===== src/rtl/dbell_pkg.sv =====
package dbell_pkg;

    localparam int MAX_THREADS = 8;

    typedef enum logic [1:0] {
        ACC_IDLE    = 2'd0,
        ACC_READ    = 2'd1,
        ACC_WRITE   = 2'd2,
        ACC_REFUSED = 2'd3
    } acc_kind_e;

    typedef struct packed {
        logic valid;
        logic write;
        logic in_hv;
        logic hv_present;
        logic fac_en;
    } acc_req_t;

    // Hypervisor facility check: refused only for a guest access on a
    // hypervisor-capable core with the enable bit clear.
    function automatic acc_kind_e classify(input acc_req_t r);
        if (!r.valid)
            return ACC_IDLE;
        if (!r.in_hv && r.hv_present && !r.fac_en)
            return ACC_REFUSED;
        return r.write ? ACC_WRITE : ACC_READ;
    endfunction

endpackage


===== src/rtl/dbell_gate.sv =====
module dbell_gate
    import dbell_pkg::*;
(
    input  logic      clk,
    input  logic      rst,
    input  acc_req_t  req,
    output acc_kind_e kind,
    output logic      fault_q,
    output logic      cause_clr_q
);

    assign kind = classify(req);

    always_ff @(posedge clk) begin
        if (rst) begin
            fault_q     <= 1'b0;
            cause_clr_q <= 1'b0;
        end else begin
            fault_q     <= (kind == ACC_REFUSED);
            cause_clr_q <= (kind == ACC_REFUSED);
        end
    end

endmodule


===== src/rtl/dbell_flags.sv =====
module dbell_flags #(
    parameter int NTHR = 4,
    parameter int TIDW = 2
) (
    input  logic            clk,
    input  logic            rst,
    input  logic            wr_en,
    input  logic            solo,
    input  logic [TIDW-1:0] tid,
    input  logic [NTHR-1:0] wval,
    input  logic [NTHR-1:0] send,
    output logic [NTHR-1:0] flags
);

    logic [NTHR-1:0] lane_sel;
    logic [NTHR-1:0] lane_val;

    for (genvar i = 0; i < NTHR; i++) begin : g_lane
        always_comb begin
            if (solo) begin
                lane_sel[i] = (tid == TIDW'(i));
                lane_val[i] = wval[0];
            end else begin
                lane_sel[i] = 1'b1;
                lane_val[i] = wval[i];
            end
        end

        always_ff @(posedge clk) begin
            if (rst)
                flags[i] <= 1'b0;
            else if (wr_en && lane_sel[i])
                flags[i] <= lane_val[i];
            else if (send[i])
                flags[i] <= 1'b1;
        end
    end

endmodule


===== src/rtl/dbell_readout.sv =====
module dbell_readout #(
    parameter int NTHR = 4,
    parameter int DW   = 32,
    parameter int TIDW = 2
) (
    input  logic            clk,
    input  logic            rst,
    input  logic            rd_en,
    input  logic            solo,
    input  logic [TIDW-1:0] tid,
    input  logic [NTHR-1:0] flags,
    output logic [DW-1:0]   data_q,
    output logic            valid_q
);

    logic          own_flag;
    logic [DW-1:0] word;

    always_comb begin
        own_flag = 1'b0;
        for (int i = 0; i < NTHR; i++) begin
            if (tid == TIDW'(i))
                own_flag = flags[i];
        end
        word = '0;
        if (solo)
            word[0] = own_flag;
        else
            word[NTHR-1:0] = flags;
    end

    always_ff @(posedge clk) begin
        if (rst) begin
            data_q  <= '0;
            valid_q <= 1'b0;
        end else begin
            data_q  <= rd_en ? word : '0;
            valid_q <= rd_en;
        end
    end

endmodule


===== src/rtl/dbell_summary.sv =====
module dbell_summary
    import dbell_pkg::*;
#(
    parameter int NTHR = 4,
    parameter int DW   = 32,
    localparam int TIDW = (NTHR > 1) ? $clog2(NTHR) : 1
) (
    input  logic            clk,
    input  logic            rst,
    input  logic            acc_valid,
    input  logic            acc_write,
    input  logic [DW-1:0]   acc_wdata,
    input  logic            in_hv,
    input  logic            hv_present,
    input  logic            fac_en,
    input  logic            solo_mode,
    input  logic [TIDW-1:0] local_tid,
    input  logic [NTHR-1:0] send_pulse,
    output logic [NTHR-1:0] pend,
    output logic [DW-1:0]   rd_data,
    output logic            rd_valid,
    output logic            fac_fault,
    output logic            cause_clr
);

    acc_req_t  req;
    acc_kind_e kind;

    assign req = '{valid:      acc_valid,
                   write:      acc_write,
                   in_hv:      in_hv,
                   hv_present: hv_present,
                   fac_en:     fac_en};

    dbell_gate u_gate (
        .clk         (clk),
        .rst         (rst),
        .req         (req),
        .kind        (kind),
        .fault_q     (fac_fault),
        .cause_clr_q (cause_clr)
    );

    dbell_flags #(.NTHR(NTHR), .TIDW(TIDW)) u_flags (
        .clk   (clk),
        .rst   (rst),
        .wr_en (kind == ACC_WRITE),
        .solo  (solo_mode),
        .tid   (local_tid),
        .wval  (acc_wdata[NTHR-1:0]),
        .send  (send_pulse),
        .flags (pend)
    );

    dbell_readout #(.NTHR(NTHR), .DW(DW), .TIDW(TIDW)) u_read (
        .clk     (clk),
        .rst     (rst),
        .rd_en   (kind == ACC_READ),
        .solo    (solo_mode),
        .tid     (local_tid),
        .flags   (pend),
        .data_q  (rd_data),
        .valid_q (rd_valid)
    );

endmodule


===== config.mk =====
export PLATFORM = sky130hd
export DESIGN_NAME = dbell_summary
export DESIGN_NICKNAME = d
export VERILOG_FILES = /design/src/rtl/dbell_pkg.sv /design/src/rtl/dbell_gate.sv /design/src/rtl/dbell_flags.sv /design/src/rtl/dbell_readout.sv /design/src/rtl/dbell_summary.sv
export SDC_FILE = /design/constraint.sdc
export NUM_CORES = 1
export LEC_CHECK = 0
export ABC_AREA = 1
export BUFFER_PORTS_ARGS = -buffer_cell sky130_fd_sc_hd__buf_2
export CAP_MARGIN = 5
export CORE_MARGIN = 2
export CORE_UTILIZATION = 29
export DETAILED_ROUTE_END_ITERATION = 8
export PLACE_DENSITY = 0.75
export SYNTH_ARGS = -nofsm -noshare
export SYNTH_HDL_FRONTEND = slang
export SYNTH_SLANG_ARGS = --single-unit

===== constraint.sdc =====
create_clock -name clk -period 0.8 [get_ports clk]
set_input_delay 0.12 -clock clk [delete_from_list [all_inputs] [get_ports clk]]
set_output_delay 0.12 -clock clk [all_outputs]
set_load 0.005 [all_outputs]

* Yosys cells after proc, flatten, opt, wreduce, memory -nomap -nowiden
Cells that the tools add are included.
** Cells by class
- Add/sub/neg operators :: 0
- Multiply operators :: 0
- Div/mod/pow operators :: 0
- Order comparisons :: 0
- Equal/unequal tests :: 6
- Shift operators :: 0
- Muxes and demuxes :: 27
- Bitwise operators :: 1
- Reductions and logical operators :: 15
** Operators with widths (count)
- two-way mux 1 bit :: 22
- two-way mux 2 bit :: 5
- == test 2 bit, second input constant :: 4
- nonzero test 2 bit :: 4
- logical AND 1 bit :: 6
- == test 2 x 1 -> 1 bit, second input constant :: 2
- OR reduction 3 bit :: 1
- logical NOT 1 bit :: 2
- logical NOT 2 bit :: 1
- OR reduction 2 bit :: 1
- NOT 1 bit :: 1
** Word-level totals
- Flip-flop bits (word level) :: 38
- Bits in latches :: 0
- RAM bits :: 0
- ROM bits :: 0
- Bits of input ports :: 46
- Output and inout bits :: 39
- Word-level logic and storage cells :: 58
- Memories :: 0

* Logic depth before layout (Yosys ltp)
Gate-level depths: netlist (run 1).
- Word-level depth :: 10
- Depth in mapped cells :: 7
- Gate-level depth less buffers :: 7

* Cells and area by module
A second synthesis (run 1) with hierarchy kept.
** Unflattened totals
- Cell total of the unflattened synthesis :: 122
- Area, all modules :: 770.7 um2
** Modules (own cells, without submodules)
- dbell_readout :: instances 1, cells each 57, area an instance 425.4 um2
- dbell_flags :: instances 1, cells each 45, area an instance 244.0 um2
- dbell_gate :: instances 1, cells each 16, area an instance 86.3 um2
- dbell_summary :: instances 1, cells each 4, area an instance 15.0 um2

* Worst setup path before layout (run 1)
No wires, ideal clock.
- Path type :: register to register
- Start point :: reg u_flags.flags[2]
- End point :: reg u_read.data_q[0]
- Setup time :: 0.113 ns
- Arrival time :: 0.655 ns
- Data required time :: 0.687 ns
- Path slack :: 0.032 ns
- Cell stages (with the launch flop) :: 5
- Path buffers :: 0
- Period minus slack after synthesis :: 0.768 ns
- Cells stage by stage :: dfxtp_1 > o21ai_0 > nand3_1 > nand3_1 > nand2_1
** On the way
- Longest elaborated chain between the ends :: 3
** Ends and longest elaborated chain
- from (decl) :: RTL line dbell_flags.sv:12 : output logic [NTHR-1:0] flags
- from (signal, indexed assignment) :: RTL line dbell_flags.sv:33 : flags[i] <= lane_val[i];
- two-way mux 1 bit (2 in series) :: RTL line dbell_readout.sv:22 : if (tid == TIDW'(i))
- two-way mux 1 bit :: RTL line dbell_readout.sv:26 : if (solo)
- to (signal assigned) :: RTL line dbell_readout.sv:37 : data_q <= rd_en ? word : '0;
- to (decl) :: RTL line dbell_readout.sv:12 : output logic [DW-1:0] data_q,
No other way between the ends.
A chain may end at the register's enable or synchronous reset.

* Worst setup path after layout (run 1)
- Start point :: reg u_flags.flags[2]
- End point :: out pend[2]
** RTL lines
- to (decl) :: RTL line dbell_summary.sv:19 : output logic [NTHR-1:0] pend,
No word-level cell between the ends.

==> results of run 1 <==
==> per-layer routing <==
layer	vias up	track usage, %	routed length (µm)
met3	4	3.61	141
met5	-	0	0
met4	0	6.41	24
li1	334	-	-
met1	252	11.2	519
met2	31	14.8	631
==> power by group through the flow <==
| stage | combinational [µW] | sequential (µW) | clock (µW) |
|---|---|---|---|
| 6_report | 281 | 545 | 469 |
| 5_1_grt | 324 | 550 | 499 |
| 4_1_cts | 256 | 543 | 486 |
| 3_5_place_dp | 232 | 553 | 0 |
| 3_3_place_gp | 230 | 553 | 0 |
| 2_1_floorplan | 234 | 551 | 0 |
==> repair_timing <==
| item | 4_1_cts | 5_1_grt |
|---|---|---|
| pin swaps | 1 | 2 |
| setup endpoints to repair | 12 | 13 |
| endpoints found under the hold margin | 0 | 0 |
| gates cloned | 0 | 0 |
| gates resized for setup | 7 | 10 |
| setup buffers | 3 | 0 |
| hold buffers | 0 | 0 |
==> cells in the final DEF, fill, tap and decap left out <==
cell type / instances
nand3_2: 2
nand3_4: 1
inv_2: 3
nand3_1: 7
dfxtp_4: 2
inv_1: 8
clkbuf_4: 3
clkbuf_8: 1
o21ai_0: 1
nor2_4: 1
dfxtp_1: 5
dfxtp_2: 3
nor2_1: 15
conb_1: 28
buf_6: 6
a31oi_1: 1
buf_2: 23
o21ai_1: 1
nand2_2: 2
nand2_1: 24
nor2_2: 1
buf_4: 3
==> layout make-up <==
| type | instances | area, µm² | area share [%] |
|---|---|---|---|
| clock buffers | 4 | 36.3 | 4.02 |
| inverters | 11 | 41.3 | 4.58 |
| multi-input cells | 84 | 370 | 41.1 |
| flip-flops and latches | 10 | 211 | 23.4 |
| well taps | 30 | 37.5 | 4.16 |
| repair buffers | 32 | 205 | 22.7 |
==> kinds of logic after synthesis <==
kind of cell           synth area share [%]
DFF                                    27.8
AOI/OAI and AO/OA                      2.26
buffers and inverters                  35.9
and+or+nand+nor                        33.5
other                                 0.520
==> worst paths after layout <==
check                                  endpoint  slack, ns  cells past startpoint
setup / recovery                        pend[2]      -0.07                      1
hold / removal    u_flags.flags[0]$_SDFFE_PP0P_       0.09                      3
setup reg to reg    u_read.data_q[0]$_SDFF_PP0_      -0.01                      5
hold reg to reg     u_read.data_q[1]$_SDFF_PP0_       0.48                      2
==> flip-flops by register name, indices dropped and copies added, names as in the netlist <==
signal / cells
u_gate.fault_q: 1
u_read.valid_q: 1
u_flags.flags: 4
u_read.data_q: 4
==> metrics by stage <==
| step | hold WS, ns | instance area (µm²) |
|---|---|---|
| 4_1_cts | 0.0816 | 860 |
| 2_1_floorplan | 0.255 | 822 |
| 6_report | 0.0892 | 902 |
| 3_5_place_dp | 0.366 | 790 |
| 3_3_place_gp | 0.366 | 790 |
| 5_1_grt | 0.100 | 902 |
==> results by stage, run 1 <==
Pwr:
- For this design the total switching power over the nets is 364 µW.
- The part of the power in registers is 42.1%.
- The switching fraction of total power is 28.1%.
- IR analysis of the VDD net gives a maximum drop of 0.618 mV.
- The share of power burned in combinational logic is 21.7%.
- The power per cell area is 1440 nW/µm².
- The leakage power figure is 0.000532 µW.
- The portion of total power attributed to the clock network is 36.2%.
- Overall power consumption after layout is estimated at 1300 µW.
- The internal power of the cells totals 932 µW.

Timing:
- The number of hold violations in the final report was 0.
- The aggregate negative setup slack is -0.269 ns.
- After layout, the minimum clock period comes to 0.866 ns.
- Setup repair after global routing could not meet its margin everywhere.
- The final worst clock skew is 0.00551 ns.
- The final count of negative-setup-slack endpoints is 11.
- The worst path uses 108% of the clock period.
- In the post-route analysis, the smallest setup slack over all paths is -0.0659 ns.
- The highest clock rate is 1.15 GHz.
- The max-slew violation count came to 0.

Floorplanning:
- From left edge to right edge, the die measures 53.9 µm.
- The overall die height is 53.9 µm.
- The area enclosed by the die boundary is 2900 µm².
- During I/O placement, the number of pins put on the boundary was 85.
- After floorplanning, the core was sized to cover 2410 µm².
- The number of rows in the core area is 18.
- The initial cell density of the core is 29.9%.

Worst setup path:
- The category of the worst setup path capture point is a primary output.
- Together, buffers and inverters on the worst path number 1.
- The critical path is of the flop to primary output type.
- In this design, the largest share of critical-path delay is due to flip-flops.
- The critical-path cell with the highest stage delay is dfxtp_4.
- At the worst endpoint, the arrival time is 0.75 ns.
- Traced cell by cell, the critical path runs through buf_6.
- At the worst endpoint, the required time is 0.68 ns.
- Of all nets on the critical path, the largest fanout is 4.
- The startpoint of the worst register-to-register path is u_flags.flags[0]$_SDFFE_PP0P_.
- The worst setup path is launched from a flop.
- Tracing the worst setup path back leads to its startpoint at u_flags.flags[2]$_SDFFE_PP0P_.
- The delay of the slowest cell on the worst path is 0.36 ns.

GRT:
- The via count of the first global-routing pass came to 487.
- The number of antenna violations at the first check in global routing was 0.
- The total overflow left after global routing is 0.
- The maximum number of pins on one net before global-route repair is 8.
- The global-route usage over all layers is 9.70%.
- The first global-routing pass estimated 1950 µm of wire.

Cells and area:
- Once layout is complete, the cells apart from fillers number 171.
- The net count of the finished layout is 188.
- Cells with a size suffix above 1 make up 36.2% of the layout.
- The share of the core filled with cells is 37.4%.
- The antenna diode count is 0.
- The growth of design area from synthesis to finish is 25.2%.
- After filler insertion, the fill cell instance count of the layout stands at 262.

CTS:
- TritonCTS created 3 clock buffers.
- The maximum clock insertion buffer count is 2.
- The clock insertion delay at the later pin of the skew report is 0.27 ns.
- The tree built by TritonCTS fans out to 10 sinks.
- The library cell used as clock root buffer is clkbuf_4.
- The clock-pin transition on the worst setup and hold timing paths is 0.07 ns.
- The H-tree depth reported by CTS is 1.
- TritonCTS built the clock tree.

Logic synthesis:
- For this run, the leading register cell type out of synthesis is dfxtp_1.
- The synthesized instance count is 107.
- The number of warning messages in the yosys log is 0.
- In the post-synthesis netlist, the cell with the most instances is buf_4.
- The synthesized area per cell is 6.74 µm².
- Summed over all instances, the cell type with the most area after synthesis is buf_4.
- The number of enable flip-flop cells after synthesis is 0.
- The sequential cell area fraction in the yosys report is 27.8%.
- In this run the cell area of the synthesized design comes to 721 µm².
- For this run, asynchronously set or reset flops after synthesis account for 0%.
- The commonest cells after synthesis are 29 x buf_4, 24 x nand2_1, 16 x nor2_1.
- The number of different library cells in the post-synthesis netlist is 14.
- By area the synthesized netlist is led by buf_4 30%, dfxtp_1 28%, nand2_1 13%.
- The flip-flop and latch count after synthesis is 10.
- The top cell type by area accounts for 30.2% of the synthesized area.

Run status:
- The flow ran to the end, but the final reports show violations.
- The checks that failed: setup timing.

Drt:
- The final wirelength is 1320 µm.
- The via count normalized by instance count is 3.63.
- The count of routing violations after the opening detailed-route iteration is 8.
- The via total after detailed routing is 621.
- Dividing the detail-routed wire length by the instance count gives 7.70 µm.
- Before antenna repair, the detailed router went through 3 iterations.
- In this run the remaining antenna-violating nets after routing total 0.
- For this run, design rule violations remaining after detail routing come to 0.

Min path:
- The class of the tightest hold or removal check is primary input to flop.
- The origin of the worst min-delay path is acc_wdata[0].

Place:
- After detailed placement, the design holds a cell count of 164.
- The congestion estimate from routability-driven global placement came to 0.784.
- The number of port buffers is 28.
- Detailed placement ended at an HPWL of 1070 µm.
- Prior to clock tree synthesis, the placed netlist has a worst setup slack of -0.0254 ns.

Flow run:
- Max-cap violations in this run came to 0.
No activity file was read; power rests on OpenSTA's default activity.
==> inputs of run 2 (changes only) <==
- ABC_AREA: 1 -> unset
==> run 2 against run 1 <==
  * The flow still finishes with violations (setup timing)
  * Routed wire length increased by 34%
  * Synthesized area is 1.2% lower
  * Highest routed layer unchanged
  * Largest cell class unchanged
  * Clock-buffer cell count stayed put
  * Via count is 2.3% higher
  * Critical endpoint is now u_read.data_q[0]$_SDFF_PP0_
==> results by stage, run 2 <==
Floorplanning:
- The area enclosed by the die boundary is 2870 µm² (was 2900 µm²).
- The initial cell density of the core was 31.3% (was 29.9%).
- The number of rows in the core area is 17 (was 18).
- The number of top-level pins is 85 (unchanged).
- The die span in x is 53.5 µm (was 53.9 µm).
- The overall die height is 53.5 µm (was 53.9 µm).
- The area of the core was 2280 µm² (was 2410 µm²).

GRT:
- The number of antenna violations at the first check in global routing is 0 (unchanged).
- The global-route usage over all layers is 10.5% (was 9.70%).
- The via count of the first global-routing pass is 533 (was 487).
- The maximum number of pins on one net before global-route repair is 10 (was 8).
- The leftover overflow at the end of global routing was 0 (unchanged).
- The global-route wire length before repair is 2120 µm (was 1950 µm).

Timing:
- The max-slew violation count is 0 (unchanged).
- Unrepaired setup endpoints after global routing: yes (unchanged).
- The final worst clock skew is 0.00638 ns (was 0.00551 ns).
- The highest clock rate is 0.910 GHz (was 1.15 GHz).
- The hold slack came to 0.110 ns (was 0.0892 ns).
- The final count of negative-setup-slack endpoints is 15 (was 11).
- The post-layout worst setup margin came to -0.299 ns (was -0.0659 ns).
- The part of the cycle the worst path needs is 137% (was 108%).
- The post-layout minimum cycle time came to 1.10 ns (was 0.866 ns).
- The number of hold violations in the final report is 0 (unchanged).

Logic synthesis:
- The fraction of registers with async set or reset after synthesis was 0% (unchanged).
- Top cells by instance count after synthesis: 29 x buf_4, 10 x dfxtp_1, 7 x nor2_1 (was 29 x buf_4, 24 x nand2_1, 16 x nor2_1).
- The main flop type after synthesis was dfxtp_1 (unchanged).
- The number of warning messages in the yosys log is 0 (unchanged).
- The most common cell in the netlist was buf_4 (unchanged).
- Leading cell types by total area after synthesis: buf_4 31%, dfxtp_1 28%, mux2_2 4.7% (was buf_4 30%, dfxtp_1 28%, nand2_1 13%).
- The number of enable flip-flop cells after synthesis is 0 (unchanged).
- The sequential cell area fraction in the yosys report was 28.1% (was 27.8%).
- The synthesized instance count is 78 (was 107).
- The top cell type by total area after synthesis is buf_4 (unchanged).
- The post-synthesis instance area was 712 µm² (was 721 µm²).
- The synthesized area per cell is 9.13 µm² (was 6.74 µm²).
- The flip-flop and latch count after synthesis was 10 (unchanged).
- The number of different library cells in the post-synthesis netlist is 23 (was 14).
- The portion of synthesized cell area occupied by the leading cell type is 30.6% (was 30.2%).

Drt:
- The remaining number of nets flagged by the antenna check after routing is 0 (unchanged).
- The count of routing violations after the opening detailed-route iteration is 12 (was 8).
- The via total after detailed routing came to 635 (was 621).
- The final wirelength came to 1770 µm (was 1320 µm).
- The DRC violation count after routing was 0 (unchanged).
- The number of detailed-routing iterations run before antenna repair is 4 (was 3).
- The mean routed wirelength per cell is 12.0 µm (was 7.70 µm).
- The via count normalized by instance count was 4.29 (was 3.63).

Cells and area:
- Largest registers: u_flags.flags x4, u_read.data_q x4 (unchanged).
- The net total in the final layout came to 167 (was 188).
- The most common library cell in the layout ignoring fill and taps is conb_1 (unchanged).
- The fraction of final layout cells sized beyond drive strength 1 is 56.7% (was 36.2%).
- The antenna diode count is 0 (unchanged).
- Most frequent cells in the layout: 28 x conb_1, 22 x buf_2, 10 x buf_6, 8 x buf_4, 7 x dfxtp_2 (was 28 x conb_1, 24 x nand2_1, 23 x buf_2, 15 x nor2_1, 8 x inv_1).
- The growth of design area from synthesis to finish came to 41.7% (was 25.2%).
- The post-route cell area is 1010 µm² (was 902 µm²).

Worst setup path:
- The startpoint-to-endpoint class of the critical path is flop to flop (was flop to primary output).
- The critical-path cell with the highest stage delay is mux4_2 (was dfxtp_4).
- Cells along the critical path: mux4_2, mux2i_1, nor2b_1 (was buf_6).
- The sort of element at the start of the critical path is a flop (unchanged).
- The delay of the slowest cell on the worst path was 0.46 ns (was 0.36 ns).
- The top fanout value on the critical path is 2 (was 4).
- The category of the worst setup path capture point is a flop (was primary output).
- The worst path required time is 0.96 ns (was 0.68 ns).
- The arrival time at the worst endpoint is 1.26 ns (was 0.75 ns).

Pwr:
- The worst IR drop on VDD is 0.902 mV (was 0.618 mV).
- The leakage power figure is 0.000509 µW (was 0.000532 µW).
- The overall power of the completed layout is 1390 µW (was 1300 µW).
- The power per cell area came to 1380 nW/µm² (was 1440 nW/µm²).

Place:
- The sum of net half-perimeters after detailed placement is 1220 µm (was 1070 µm).
- The weighted congestion reported at the end of routability-driven placement came to 0.768 (was 0.784).
- The instance area after placement is 853 µm² (was 790 µm²).
- The number of port buffers is 28 (unchanged).

CTS:
- The library cell used as clock root buffer was clkbuf_4 (unchanged).
- The clock-pin transition on the worst setup and hold timing paths is 0.07 ns (about the same).
- The TritonCTS buffer count is 3 (unchanged).
- The number of clock sinks is 10 (unchanged).
- The maximum clock insertion buffer count is 2 (unchanged).
- The clock insertion delay at the later pin of the skew report is 0.27 ns (about the same).
- The clock tree from TritonCTS is built (unchanged).
- The H-tree depth reported by CTS is 1 (unchanged).
- The hold buffer count at cts is 0 (unchanged).

Min path:
- The class of the tightest hold or removal check is primary input to flop (unchanged).

Run status:
- Run status: finished with violations (unchanged).
- Violations in the final reports: setup timing (unchanged).

Flow run:
- The number of violations of the max-capacitance limit is 0 (unchanged).
run 2: final timing paths:
| kind | from | to | slack, ns | cells after the start |
|---|---|---|---|---|
| setup reg to reg | u_flags.flags[3]$_SDFFE_PP0P_ | u_read.data_q[0]$_SDFF_PP0_ | -0.30 | 3 |
| hold reg to reg | u_flags.flags[2]$_SDFFE_PP0P_ | u_read.data_q[2]$_SDFF_PP0_ | 0.58 | 2 |
| hold / removal | send_pulse[0] | u_flags.flags[0]$_SDFFE_PP0P_ | 0.11 | 2 |
| setup / recovery | u_flags.flags[3]$_SDFFE_PP0P_ | u_read.data_q[0]$_SDFF_PP0_ | -0.30 | 3 |
run 2: kinds of logic after synthesis:
group,count (synthesis),share of synthesized area (%)
and+or+nand+nor,23,19.0
AOI/OAI and AO/OA,6,7.03
buffers and inverters,31,32.7
other,1,0.527
muxes,7,12.7
DFF,10,28.1
run 2: worst max-delay path: cells and delay by family (launching register included):
family | cells | cell delay (ns)
DFF | 1 | 0.33
and+or+nand+nor | 1 | 0.06
muxes | 2 | 0.60
run 2: final cells by class:
class / count / area (µm²)
inverter: 1 / 3.75
tap: 28 / 35.0
sequential: 10 / 209
timing repair buffer: 40 / 283
clock buffer: 4 / 36.3
multi-input combinational: 65 / 442
fill: 234 / 1270
run 2: routing by layer:
metal  global-route usage (%)  vias up  wire length, µm
li1                         -      295                -
met1                     8.97      292              651
met2                     21.2       46              924
met3                     1.67        2              173
met4                     8.12        0               21
met5                        0        -                0
run 2: metrics by stage:
step | instances | util, % | setup WS (ns) | TNS (ns)
floorplan | 105 | - | -0.253 | -0.835
global placement | 142 | 37.5 | -0.308 | -2.36
detailed placement | 142 | 37.5 | -0.348 | -2.54
CTS | 146 | 41.1 | -0.303 | -1.34
global route | 148 | 44.3 | -0.334 | -1.99
finish | 148 | 44.3 | -0.299 | -1.56
run 2: repair_timing:
item	4_1_cts	5_1_grt
cloned	0	1
buffers inserted	0	3
pin swaps	2	2
setup endpoints to repair	16	19
resized for setup	13	14
run 2: report_power, final:
part           leakage [µW]  switching, µW  total [µW]  internal (µW)
clock network     0.0000210            185         462            276
logic              0.000404            177         384            207
registers         0.0000843           16.8         544            527
==> inputs of run 3 (changes only) <==
- CORE_UTILIZATION: 29 -> 30
- CTS_BUF_LIST: unset -> sky130_fd_sc_hd__clkbuf_4 sky130_fd_sc_hd__clkbuf_8
- PLACE_DENSITY: 0.75 -> 0.77
==> run 3 against run 2 <==
  * The flow still finishes with violations (setup timing)
  * First-iteration DRC count decreased by 50%
  * Register-to-register slack worse by 0.02 ns
  * Core utilization rose by 0.28 points
  * Power fell by 1.3%
  * Critical path type unchanged
  * Die area fell by 3.1%
  * Critical path depth stayed put
  * Combinational power fell by 5%
  * Sequential share of layout area increased by 0.13 points
  * Clock power about the same
  * Worst hold slack better by 0.0011 ns
  * Routed wire length decreased by 5.4%
  * Global-route usage is 1.5 points higher
==> results by stage, run 3 (synthesized netlist as in run 2, its figures left out) <==
Pwr:
- The switching fraction of total power is 27.1% (was 27.2%).
- The power per cell area is 1380 nW/µm² (about the same).
- The worst IR drop on VDD is 0.958 mV (was 0.902 mV).
- The portion of total power attributed to the clock network is 33.8% (was 33.2%).
- The share of power burned in combinational logic was 26.7% (was 27.6%).
- The leakage power figure came to 0.000503 µW (was 0.000509 µW).
- The internal power summed over all cells was 1000 µW (was 1010 µW).
- The switching power came to 372 µW (was 379 µW).
- The part of the power in registers is 39.5% (was 39.2%).
- The overall power of the completed layout is 1370 µW (was 1390 µW).

CTS:
- The clock-pin transition on the worst setup and hold timing paths came to 0.07 ns (about the same).
- The clock tree from TritonCTS was built (unchanged).
- The maximum clock insertion buffer count is 2 (unchanged).
- The H-tree depth reported by CTS came to 1 (unchanged).
- The TritonCTS buffer count came to 3 (unchanged).
- The library cell used as clock root buffer was clkbuf_4 (unchanged).
- The number of clock sinks was 10 (unchanged).
- The hold buffer count at cts was 0 (unchanged).
- The clock insertion delay at the later pin of the skew report is 0.27 ns (about the same).

Drt:
- The final wirelength is 1680 µm (was 1770 µm).
- The via count normalized by instance count was 4.16 (was 4.29).
- The mean routed wirelength per cell was 11.4 µm (was 12.0 µm).
- The DRC violation count after routing is 0 (unchanged).
- The via total after detailed routing is 611 (was 635).
- The remaining number of nets flagged by the antenna check after routing is 0 (unchanged).
- The number of detailed-routing iterations run before antenna repair came to 3 (was 4).
- The count of routing violations after the opening detailed-route iteration came to 6 (was 12).

Cells and area:
- The post-route cell area is 996 µm² (was 1010 µm²).
- Largest registers: u_flags.flags x4, u_read.data_q x4 (unchanged).
- Most frequent cells in the layout: 28 x conb_1, 21 x buf_2, 10 x buf_4, 9 x buf_6, 6 x dfxtp_2 (was 28 x conb_1, 22 x buf_2, 10 x buf_6, 8 x buf_4, 7 x dfxtp_2).
- The antenna diode count is 0 (unchanged).
- The most common library cell in the layout ignoring fill and taps is conb_1 (unchanged).
- The growth of design area from synthesis to finish was 39.9% (was 41.7%).
- The footprint of the flip-flops and latches came to 208 µm² (was 209 µm²).
- The number of filler instances in the final layout came to 237 (was 234).
- The net total in the final layout is 166 (was 167).
- The fraction of final layout cells sized beyond drive strength 1 was 53.8% (was 56.7%).
- The area of the multi-input gates is 432 µm² (was 442 µm²).

Floorplanning:
- The initial cell density of the core is 31.9% (was 31.3%).
- The area enclosed by the die boundary is 2780 µm² (was 2870 µm²).
- The number of top-level pins is 85 (unchanged).
- The die span in x is 52.7 µm (was 53.5 µm).
- The overall die height is 52.7 µm (was 53.5 µm).
- The number of rows in the core area came to 17 (unchanged).
- The area of the core is 2230 µm² (was 2280 µm²).

Worst setup path:
- The arrival time at the worst endpoint came to 1.29 ns (was 1.26 ns).
- The category of the worst setup path capture point is a flop (unchanged).
- The depth of the most critical reg-to-reg path is 3 (unchanged).
- The startpoint-to-endpoint class of the critical path is flop to flop (unchanged).
- The setup slack of the worst register-to-register path came to -0.32 ns (was -0.30 ns).
- The worst path required time is 0.97 ns (was 0.96 ns).
- The startpoint of the worst register-to-register path is u_flags.flags[3]$_SDFFE_PP0P_ (unchanged).
- The critical register-to-register path endpoint is u_read.data_q[0]$_SDFF_PP0_ (unchanged).
- The sort of element at the start of the critical path is a flop (unchanged).
- The top fanout value on the critical path is 2 (unchanged).

Timing:
- The max-slew violation count is 0 (unchanged).
- The highest clock rate is 0.895 GHz (was 0.910 GHz).
- The number of hold violations in the final report is 0 (unchanged).
- The aggregate negative setup slack is -1.44 ns (was -1.56 ns).
- The final worst clock skew was 0.000425 ns (was 0.00638 ns).
- Unrepaired setup endpoints after global routing: yes (unchanged).
- The final count of negative-setup-slack endpoints was 16 (was 15).
- The post-layout worst setup margin is -0.317 ns (was -0.299 ns).
- The part of the cycle the worst path needs is 140% (was 137%).
- The post-layout minimum cycle time was 1.12 ns (was 1.10 ns).

Min path:
- The class of the tightest hold or removal check is primary input to flop (unchanged).
- The hold path endpoint was u_flags.flags[0]$_SDFFE_PP0P_ (unchanged).
- The cell depth of the worst hold path was 2 (unchanged).
- The origin of the worst min-delay path was send_pulse[0] (unchanged).

Run status:
- Violations in the final reports: setup timing (unchanged).
- Run status: finished with violations (unchanged).

GRT:
- The maximum number of pins on one net before global-route repair came to 10 (unchanged).
- The number of antenna violations at the first check in global routing came to 0 (unchanged).
- The global-route usage over all layers is 12.0% (was 10.5%).
- The leftover overflow at the end of global routing is 0 (unchanged).
- The via count of the first global-routing pass was 528 (was 533).
- The global-route wire length before repair came to 2340 µm (was 2120 µm).

Place:
- The instance area after placement is 853 µm² (unchanged).
- The weighted congestion reported at the end of routability-driven placement is 0.793 (was 0.768).
- The minimum setup slack after placement is -0.346 ns (was -0.348 ns).
- The sum of net half-perimeters after detailed placement came to 1280 µm (was 1220 µm).
- The number of port buffers is 28 (unchanged).

Flow run:
- The number of violations of the max-capacitance limit is 0 (unchanged).
==> run 3: how the worst max path moves through the flow <==
stage	from	to	slack [ns]	cells after the start
floorplan	u_flags.flags[3]$_SDFFE_PP0P_	u_read.data_q[0]$_SDFF_PP0_	-0.25	3
global placement	hv_present	u_flags.flags[0]$_SDFFE_PP0P_	-0.31	4
detailed placement	fac_en	u_flags.flags[0]$_SDFFE_PP0P_	-0.35	4
CTS	u_flags.flags[3]$_SDFFE_PP0P_	u_read.data_q[0]$_SDFF_PP0_	-0.31	3
global route	u_flags.flags[3]$_SDFFE_PP0P_	u_read.data_q[0]$_SDFF_PP0_	-0.36	3
finish	u_flags.flags[3]$_SDFFE_PP0P_	u_read.data_q[0]$_SDFF_PP0_	-0.32	3
==> run 3: critical path, stage by stage (launching register included) <==
cell and delay [ns]:
dfxtp_2 0.32, mux4_2 0.48, mux2i_1 0.16, nor2b_1 0.06
==> run 3: cell type report <==
| type | instances | share of cell area, % |
|---|---|---|
| clock buffers | 4 | 3.64 |
| inverters | 1 | 0.377 |
| multi-input cells | 64 | 43.3 |
| flip-flops and latches | 10 | 20.9 |
| well taps | 28 | 3.52 |
| repair buffers | 40 | 28.3 |
==> run 3: timing repair <==
item | 4_1_cts | 5_1_grt
gates cloned | 0 | 0
resized for setup | 14 | 11
pin swaps | 2 | 9
endpoints found under the setup margin | 19 | 19
buffers inserted | 1 | 3
==> run 3: power by group through the flow <==
| stage | combinational (µW) | sequential [µW] | clock (µW) |
|---|---|---|---|
| 2_1_floorplan | 241 | 553 | 0 |
| 3_3_place_gp | 291 | 546 | 0 |
| 3_5_place_dp | 299 | 546 | 0 |
| 4_1_cts | 347 | 539 | 478 |
| 5_1_grt | 401 | 544 | 478 |
| 6_report | 366 | 542 | 464 |
==> run 3: metrics by stage <==
stage          std cells  hold WS (ns)  util, %
3_5_place_dp         142         0.390     38.2
2_1_floorplan        105         0.190        -
3_3_place_gp         142         0.373     38.2
4_1_cts              147         0.108     42.5
6_report             147         0.112     44.6
5_1_grt              147         0.124     44.6
==> run 3: metal layers <==
layer | GRT usage [%] | part of all wire, %
met1 | 11.6 | 34
met2 | 23.3 | 54
met3 | 1.43 | 9.7
met4 | 7.69 | 1.9
met5 | 0 | 0
